==> src/rtl/srt_pkg.sv <==
package srt_pkg;

   // Source of the secondary interrupt
   typedef enum logic {
      SEC_UNDERFLOW = 1'b0,
      SEC_COMPARE   = 1'b1
   } sec_sel_e;

endpackage

==> src/rtl/srt_half.sv <==
// One reloadable down-counting half.
module srt_half #(
   parameter int W = 8
) (
   input  logic         clk,
   input  logic         rst_n,
   input  logic         load,
   input  logic [W-1:0] load_val,
   input  logic         step,
   input  logic         wrap_max,
   output logic [W-1:0] q,
   output logic [W-1:0] nxt,
   output logic         uflow
);

   always_comb begin
      nxt   = q;
      uflow = 1'b0;
      if (load) begin
         nxt = load_val;
      end else if (step) begin
         if (q == '0) begin
            uflow = 1'b1;
            nxt   = wrap_max ? {W{1'b1}} : load_val;
         end else begin
            nxt = q - {{(W-1){1'b0}}, 1'b1};
         end
      end
   end

   always_ff @(posedge clk or negedge rst_n) begin
      if (!rst_n) q <= '0;
      else        q <= nxt;
   end

endmodule

==> src/rtl/srt_sec.sv <==
// Secondary interrupt source selection; HAS_CMP picks the variant.
module srt_sec
   import srt_pkg::*;
#(
   parameter int HALF_W  = 8,
   parameter bit HAS_CMP = 1'b1,
   localparam int CNT_W  = 2 * HALF_W
) (
   input  logic             mode16,
   input  sec_sel_e         sel,
   input  logic [CNT_W-1:0] cmp_value,
   input  logic [CNT_W-1:0] cnt_now,
   input  logic [CNT_W-1:0] cnt_nxt,
   input  logic             lo_uflow,
   output logic             sec_d
);

   logic uflow_src;
   assign uflow_src = lo_uflow & ~mode16;

   generate
      if (HAS_CMP) begin : g_cmp
         logic hit_now, hit_nxt;
         always_comb begin
            if (mode16) begin
               hit_now = (cnt_now <= cmp_value);
               hit_nxt = (cnt_nxt <= cmp_value);
            end else begin
               hit_now = (cnt_now[CNT_W-1:HALF_W] <= cmp_value[CNT_W-1:HALF_W]);
               hit_nxt = (cnt_nxt[CNT_W-1:HALF_W] <= cmp_value[CNT_W-1:HALF_W]);
            end
         end
         assign sec_d = (sel == SEC_COMPARE) ? (hit_nxt & ~hit_now) : uflow_src;
      end else begin : g_nocmp
         assign sec_d = uflow_src;
      end
   endgenerate

endmodule

==> src/rtl/split_reload_timer.sv <==
module split_reload_timer
   import srt_pkg::*;
#(
   parameter int HALF_W  = 8,
   parameter bit HAS_CMP = 1'b1,
   localparam int CNT_W  = 2 * HALF_W
) (
   input  logic              clk,
   input  logic              rst_n,
   input  logic              mode16,
   input  logic              cmp_mode,
   input  logic              lo_en,
   input  logic              hi_en,
   input  logic              lo_tick,
   input  logic              hi_tick,
   input  logic              lo_reload,
   input  logic              hi_reload,
   input  logic [HALF_W-1:0] lo_preset,
   input  logic [HALF_W-1:0] hi_preset,
   input  logic [CNT_W-1:0]  cmp_value,
   output logic              irq_pri,
   output logic              irq_sec,
   output logic [CNT_W-1:0]  count
);

   generate
      if (HALF_W < 2) begin : g_bad_width
         $error("split_reload_timer: HALF_W must be at least 2");
      end
   endgenerate

   logic [HALF_W-1:0] lo_q, hi_q, lo_nxt, hi_nxt;
   logic              lo_uflow, hi_uflow;
   logic              lo_step, hi_step, hi_load, lo_wrap;
   logic              sec_d;
   sec_sel_e          sec_sel;

   assign lo_step = lo_en & lo_tick;
   // joined mode: borrow from low drives high, low strobe drives both
   assign hi_step = mode16 ? lo_uflow  : (hi_en & hi_tick);
   assign hi_load = mode16 ? lo_reload : hi_reload;
   assign lo_wrap = mode16 & (hi_q != '0);
   assign sec_sel = cmp_mode ? SEC_COMPARE : SEC_UNDERFLOW;

   srt_half #(.W(HALF_W)) u_lo (
      .clk      (clk),
      .rst_n    (rst_n),
      .load     (lo_reload),
      .load_val (lo_preset),
      .step     (lo_step),
      .wrap_max (lo_wrap),
      .q        (lo_q),
      .nxt      (lo_nxt),
      .uflow    (lo_uflow)
   );

   srt_half #(.W(HALF_W)) u_hi (
      .clk      (clk),
      .rst_n    (rst_n),
      .load     (hi_load),
      .load_val (hi_preset),
      .step     (hi_step),
      .wrap_max (1'b0),
      .q        (hi_q),
      .nxt      (hi_nxt),
      .uflow    (hi_uflow)
   );

   srt_sec #(.HALF_W(HALF_W), .HAS_CMP(HAS_CMP)) u_sec (
      .mode16    (mode16),
      .sel       (sec_sel),
      .cmp_value (cmp_value),
      .cnt_now   ({hi_q, lo_q}),
      .cnt_nxt   ({hi_nxt, lo_nxt}),
      .lo_uflow  (lo_uflow),
      .sec_d     (sec_d)
   );

   always_ff @(posedge clk or negedge rst_n) begin
      if (!rst_n) begin
         irq_pri <= 1'b0;
         irq_sec <= 1'b0;
      end else begin
         irq_pri <= hi_uflow;
         irq_sec <= sec_d;
      end
   end

   assign count = {hi_q, lo_q};

endmodule

==> config.mk <==
export PLATFORM = sky130hd
export DESIGN_NAME = split_reload_timer
export DESIGN_NICKNAME = d
export VERILOG_FILES = /design/src/rtl/srt_pkg.sv /design/src/rtl/srt_half.sv /design/src/rtl/srt_sec.sv /design/src/rtl/split_reload_timer.sv
export SDC_FILE = /design/constraint.sdc
export NUM_CORES = 1
export LEC_CHECK = 0
export ABC_CLOCK_PERIOD_IN_PS = 4300
export BUFFER_PORTS_ARGS = -buffer_cell sky130_fd_sc_hd__buf_2
export CORE_MARGIN = 2
export CORE_UTILIZATION = 35
export DETAILED_ROUTE_END_ITERATION = 8
export GPL_TIMING_DRIVEN = 0
export PLACE_DENSITY = 0.58
export SETUP_SLACK_MARGIN = 0.5
export SLEW_MARGIN = 20
export SYNTH_ARGS = -nofsm -noshare
export SYNTH_HDL_FRONTEND = slang
export SYNTH_SLANG_ARGS = --single-unit
==> constraint.sdc <==
create_clock -name clk -period 4.3 [get_ports clk]
set_input_delay 0.215 -clock clk [delete_from_list [all_inputs] [get_ports clk]]
set_output_delay 0.215 -clock clk [all_outputs]
set_load 0.02 [all_outputs]
==> key figures, run 1 <==
Run status
  • Outcome: complete, no violations

STA
  • RSZ-0062 raised after global routing: false
  • Min Tclk post-route: 3580 ps
  • Total Neg Setup Slack: 0 ps
  • Final worst slack: 719 ps
  • Final Max Tran Viols: 0
  • Worst Tran Pin Value: 677 ps
  • Peak Freq: 0.279 GHz
  • Max-slew headroom: 53.6%
  • Clock Skews: 4.37 ps
  • Final Hold Fails: 0
  • Hold Slack: 198 ps
  • Final Cycle Share: 83.3%
  • Final setup violation count: 0

Yosys
  • Unique masters post-synth: 48
  • Mapped cell area: 0.00200 mm^2
  • EDFF count, synth: 0
  • Syn avg cell area: 8.29 um^2
  • Mapped Cells: 241
  • Xor/xnor cell area share of the yosys netlist: 1.75%
  • Post-Syn Nets: 319
  • Ys async rst share: 100%
  • Adder-cell area share of the yosys netlist: 22.6%
  • Cell type with the largest total area after synthesis: dfrtp_1
  • Synth top area share: 22.6%
  • #FFs+latches synth: 18
  • Synth Area in Simple Gates: 21.8%
  • Compound-gate portion of the synthesized area: 24.3%
  • Synth top area cells: dfrtp_1, ha_1, a21oi_1
  • Synth warnings: 0
  • Largest family of logic cells by synthesized area: compound AO/OA/AOI/OAI gates
  • Sequential fraction of the synthesis area: 22.6%
  • Ys flop type: dfrtp_1
  • Mux cell area share after synthesis: 2.07%

Worst hold path
  • Hold path depth: 3
  • Path type of the worst min-delay path: input pin to flip-flop
  • Min-Delay Endpoint: u_hi.q[1]
  • Hold Startpoint: hi_preset[1]

Drt
  • Final ANT Viol Nets: 0
  • Number of vias per cell: 5.28
  • Routed len/inst: 14.3 um
  • DR DRC count: 0
  • Drt pass-1 iters: 4
  • Drt total wl: 5.55 mm
  • Iteration-0 DRC Markers: 134
  • Via count: 2044

Die
  • Die ar.: 0.00633 mm^2
  • Die H: 79.5 um
  • # rows: 27
  • Core region area: 0.00551 mm^2
  • Starting Density: 36.3%
  • IO Count: 60
  • DIE WIDTH: 79.5 um

Clock network
  • Clk slew on worst S/H paths: 80 ps
  • Num Clock Sinks: 18
  • Root Driver: clkbuf_8
  • Skew-Pair Late Insertion Delay: 260 ps
  • CTS H-tree lvls: 1
  • Clk buf depth: 2
  • CTS tree: yes
  • Clock buffer count from CTS: 3

Worst setup path
  • Register-to-Register Path Depth: 15
  • Critical path's top delay family: simple AND/OR/NAND/NOR gates
  • Cell chain of the critical path: inv_2 > ha_1 > or3b_4 > nor4_4 > a21oi_4 > buf_4 > o21ai_4 > nor2b_1 > a21oi_1 > ha_1 > nand4_1 > or2_4 > o21a_1 > o311a_1 > a21oi_1
  • Reg2Reg Setup Slack: 720 ps
  • Startpoint Class: flip-flop
  • WP buf/inv: 2
  • CP endpoint kind: flip-flop
  • CP required: 4480 ps
  • CP Max Fanout: 6
  • Crit path kind: flip-flop to flip-flop
  • Worst r2r src: u_lo.q[0]
  • RR Endpoint: irq_sec
  • Max incr delay on CP: 440 ps
  • Arrival time of the worst setup path: 3760 ps
  • Worst path slowest cell: dfrtp_2

Placement
  • Final GP Congestion: 0.801
  • Setup WS pre-CTS: 398 ps
  • Placed Area: 0.00238 mm^2
  • Post-detail-place hpwl: 4.40 mm
  • Buffers on Ports: 58

Cells and area
  • Most common cell after layout, fill and taps aside: buf_2
  • Design area: 0.00262 mm^2
  • Nets@finish: 394
  • Share of layout cells above drive strength 1: 31.7%
  • Most frequent cells in the layout: buf_2, ha_1, a21oi_1
  • Final Util: 47.5%
  • # diodes: 0
  • Synthesis-to-finish area growth: 31.0%
  • Fill count: 561

GRT
  • GR Util met3: 2.26%
  • First-pass GRT wire length: 8.78 mm
  • Met2 usage in global routing: 27.6%
  • Met1 usage: 25.3%
  • Initial antenna violation count: 0
  • Gr ovfl total: 0
  • GRT Resource Usage Total: 17.5%
  • GR peak layer: met2
  • Vias in the first global route: 1859
  • Largest net degree at the start of global routing: 19

Power
  • Leak pwr: 1.24 nW
  • Max rail drop VDD: 0.000118 V
  • Power per cell area: 248 mW/mm^2

Run
  • MaxCap Viol Count: 0
## per-layer routing
metal / part of all wire, % / wire, um
met1: 49 / 2730
met2: 46 / 2540
met3: 4.5 / 248
met4: 0.61 / 34
met5: 0 / 0
## tightest hold or removal path, stage by stage
cell	delay, ps
buf_2	70
nand2_1	60
o21ai_2	70
## per-stage QoR
stage / cells / total power [W]
CTS: 377 / 0.000634
detailed placement: 371 / 0.000486
global route: 387 / 0.000702
finish: 387 / 0.000648
floorplan: 241 / 0.000395
global placement: 371 / 0.000482
## flip-flops by register name, summed over array words and instances (netlist names)
register and flops:
u_hi.q 8, irq_pri 1, u_lo.q 8, irq_sec 1
## layout make-up
| class | count | area (um^2) | share of cell area (%) |
|---|---|---|---|
| Inverter | 20 | 75.1 | 2.87 |
| Clock buffer | 4 | 55.1 | 2.10 |
| Buffer | 4 | 27.5 | 1.05 |
| Timing Repair Buffer | 70 | 400 | 15.3 |
| Multi-Input combinational cell | 199 | 1510 | 57.9 |
| Tap cell | 72 | 90.1 | 3.44 |
| Sequential cell | 18 | 454 | 17.4 |
## worst max-delay path by stage
stage	from	endpoint	slack, ps	cells after the start
after floorplan	u_lo.q[0]	irq_sec	790	15
after global placement	u_lo.q[0]	irq_sec	390	15
after detailed placement	u_lo.q[0]	irq_sec	400	15
after CTS	u_lo.q[4]	irq_sec	520	14
after global routing	u_lo.q[1]	irq_sec	460	15
final	u_lo.q[0]	irq_sec	720	15
## what timing repair did
action / in CTS / in global routing
endpoints found under the hold margin: 18 / 0
setup endpoints to repair: 1 / 1
gates cloned: 0 / 1
pin swaps: 1 / 11
buffers inserted: 1 / 9
hold buffers: 1 / 0
gates resized for setup: 1 / 21
## cells by family after synthesis
family	after synthesis
and+or+nand+nor	79
AOI/OAI and AO/OA	76
adders and majority gates	36
buffers and inverters	24
DFF	18
xor gates and xnor gates	4
muxes	4
## synth_stat cells, types with 2 or more instances
| cell | number |
|---|---|
| a211oi_1 | 2 |
| a21o_1 | 3 |
| a21oi_1 | 29 |
| a21oi_2 | 2 |
| a22o_1 | 2 |
| a31oi_1 | 2 |
| clkbuf_1 | 2 |
| dfrtp_1 | 18 |
| ha_1 | 36 |
| inv_1 | 20 |
| mux2i_1 | 3 |
| nand2_1 | 21 |
| nand3_1 | 3 |
| nand4_1 | 8 |
| nor2_1 | 11 |
| nor2b_1 | 7 |
| nor3_1 | 8 |
| nor4_1 | 4 |
| o211ai_1 | 4 |
| o21a_1 | 2 |
| o21ai_0 | 7 |
| o21ai_1 | 6 |
| o22a_1 | 5 |
| o22ai_1 | 2 |
| o31a_1 | 3 |
| o32ai_1 | 2 |
| or2_1 | 2 |
| or2_2 | 3 |
| or3_1 | 2 |
| or4_1 | 2 |
| xnor2_1 | 2 |
| xor2_1 | 2 |
## report_power, final
group | switching, W | internal (W) | total, W | leakage (nW)
sequential | 0.0000321 | 0.000188 | 0.000220 | 0.207
clock | 0.0000640 | 0.0000815 | 0.000145 | 0.0288
combinational | 0.000160 | 0.000123 | 0.000282 | 1.00
No activity file was read; power rests on OpenSTA's default activity.
==> run 2: changes to the inputs <==
ABC_CLOCK_PERIOD_IN_PS = 3100   (was 4300)
PLACE_DENSITY = 0.6   (was 0.58)
clock period = 3.1 ns   (was 4.3 ns; I/O delays follow)
==> run 2 against run 1 <==
Effect of this change:
- critical path type unchanged
- die area did not move
- the flow now finishes with violations (negative setup slack)
- flip-flop and latch count did not move
- clock power rose by 43%
- largest power group unchanged
- hold slack got worse by 69 ps
==> key figures, run 2 (synthesized netlist as in run 1, its figures left out) <==
Cells and area
  • Most common cell after layout, fill and taps aside: buf_2
  • Nets@finish: 391
  • Largest regs: u_hi.q x8, u_lo.q x8
  • Synthesis-to-finish area growth: 32.3%
  • # diodes: 0
  • Most frequent cells in the layout: buf_2, ha_1, a21oi_1
  • Share of layout cells above drive strength 1: 35.6%
  • Cell Count, Final, Fillers Out: 384

Worst setup path
  • Reg2Reg Setup Slack: -390 ps
  • Crit path kind: flip-flop to flip-flop
  • Worst path slowest cell: or4_4
  • CP Max Fanout: 6
  • RR Endpoint: irq_sec
  • Worst r2r src: u_lo.q[5]
  • Startpoint Class: flip-flop
  • Cell mode on critical path: o21ai_1
  • Critical path's top delay family: simple AND/OR/NAND/NOR gates
  • Cell chain of the critical path: or4_4 > nor4_4 > a21oi_4 > buf_6 > buf_2 > nor3_2 > a31oi_1 > o21ai_1 > ha_1 > nand4_1 > or2_4 > a211oi_2 > nor4_2 > o21ai_1 > a21oi_2
  • Max incr delay on CP: 550 ps
  • CP endpoint kind: flip-flop
  • Arrival time of the worst setup path: 3640 ps
  • CP required: 3250 ps
  • Register-to-Register Path Depth: 15
  • WP buf/inv: 2

Clock network
  • Num Clock Sinks: 18
  • Clk buf depth: 2
  • CTS tree: yes
  • Clock buffer count from CTS: 3
  • Skew-Pair Late Insertion Delay: 260 ps
  • Root Driver: clkbuf_8
  • CTS H-tree lvls: 1
  • Clk slew on worst S/H paths: 80 ps

Die
  • Starting Density: 36.3%
  • Die ar.: 0.00633 mm^2
  • Die H: 79.5 um
  • Core region area: 0.00551 mm^2
  • # rows: 27
  • DIE WIDTH: 79.5 um
  • IO Count: 60

Worst hold path
  • Hold Startpoint: hi_preset[1]
  • Hold path depth: 3
  • Min-Delay Endpoint: u_hi.q[1]
  • Path type of the worst min-delay path: input pin to flip-flop

GRT
  • Gr ovfl total: 0
  • Largest net degree at the start of global routing: 19
  • GRT Resource Usage Total: 19.0%
  • Initial antenna violation count: 0
  • First-pass GRT wire length: 9.52 mm
  • Vias in the first global route: 1992

Drt
  • Drt pass-1 iters: 4
  • Drt total wl: 5.73 mm
  • Via count: 2061
  • Number of vias per cell: 5.37
  • Routed len/inst: 14.9 um
  • DR DRC count: 0
  • Final ANT Viol Nets: 0
  • Iteration-0 DRC Markers: 130

Power
  • Leak pwr: 1.22 nW
  • P_sw: 0.000372 W
  • Max rail drop VDD: 0.000174 V
  • Pint: 0.000552 W
  • Power per cell area: 350 mW/mm^2
  • Comb power frac: 44.8%
  • Part of the power in registers: 32.8%
  • Final Power: 0.000925 W
  • Share of power burned in the clock network: 22.4%
  • Switching share of power: 40.3%

STA
  • Final worst slack: -390 ps
  • Final Hold Fails: 0
  • Final Max Tran Viols: 0
  • Hold Slack: 129 ps
  • Peak Freq: 0.287 GHz
  • RSZ-0062 raised after global routing: true
  • Final setup violation count: 1
  • Worst Tran Pin Value: 789 ps
  • Clock Skews: 5.07 ps
  • Final Cycle Share: 113%
  • Max-slew headroom: 45.9%
  • Min Tclk post-route: 3490 ps

Placement
  • Cells after DPL: 371
  • Buffers on Ports: 58
  • Final GP Congestion: 0.784
  • Setup WS pre-CTS: -604 ps
  • Post-detail-place hpwl: 4.53 mm

Run status
  • Failing checks: negative setup slack
  • Outcome: finished with violations

Run
  • MaxCap Viol Count: 0
==> run 2: worst reg2reg max path, stage by stage, from the launching register on <==
cell and delay [ps]:
dfrtp_2 410, or4_4 550, nor4_4 400, a21oi_4 160, buf_6 170, buf_2 160, nor3_2 170, a31oi_1 60
o21ai_1 230, ha_1 200, nand4_1 100, or2_4 270, a211oi_2 180, nor4_2 50, o21ai_1 190, a21oi_2 90
==> run 2: area by class of cell <==
class                      instances  area [um^2]
fill                             570         2860
tap                               72         90.1
buffer                             4         23.8
multi-input combinational        199         1580
clock buffer                       4         55.1
sequential                        18          457
inverter                          20         75.1
timing repair buffer              67          358
==> run 2: power by group through the flow <==
stage	sequential [W]	clock, W	combinational, W
final	0.000304	0.000207	0.000414
after detailed placement	0.000310	0	0.000377
after CTS	0.000303	0.000209	0.000412
after global routing	0.000308	0.000218	0.000470
after floorplan	0.000331	0	0.000226
after global placement	0.000310	0	0.000368
==> run 2: worst max path at each step <==
| stage | startpoint | endpoint | slack (ps) | cells after the start |
|---|---|---|---|---|
| after detailed placement | u_hi.q[0] | irq_sec | -600 | 14 |
| after global routing | u_lo.q[5] | irq_sec | -590 | 13 |
| after global placement | u_hi.q[0] | irq_sec | -530 | 14 |
| final | u_lo.q[5] | irq_sec | -390 | 15 |
| after floorplan | u_lo.q[1] | irq_sec | -150 | 16 |
| after CTS | u_lo.q[5] | irq_sec | -350 | 13 |
==> run 2: per-stage QoR <==
step / TNS, ps / area, um^2 / utilization [%]
floorplan: -148 / 2040 / -
detailed placement: -604 / 2420 / 44.0
global placement: -528 / 2420 / 44.0
global route: -591 / 2640 / 48.0
CTS: -352 / 2640 / 47.9
finish: -390 / 2640 / 48.0
==> run 2: repair_timing <==
action,CTS,global route
resized for setup,23,1
hold buffers,1,0
hold endpoints to repair,18,0
pin swaps,20,1
setup buffers,8,0
setup endpoints to repair,1,1
==> run 2: routing by layer <==
metal	vias to the layer above	track usage (%)	part of all wire [%]
met1	954	27.0	48
met5	-	0	0
met3	6	2.26	4.4
li1	1051	-	-
met2	50	31.1	47
met4	0	3.10	0.68
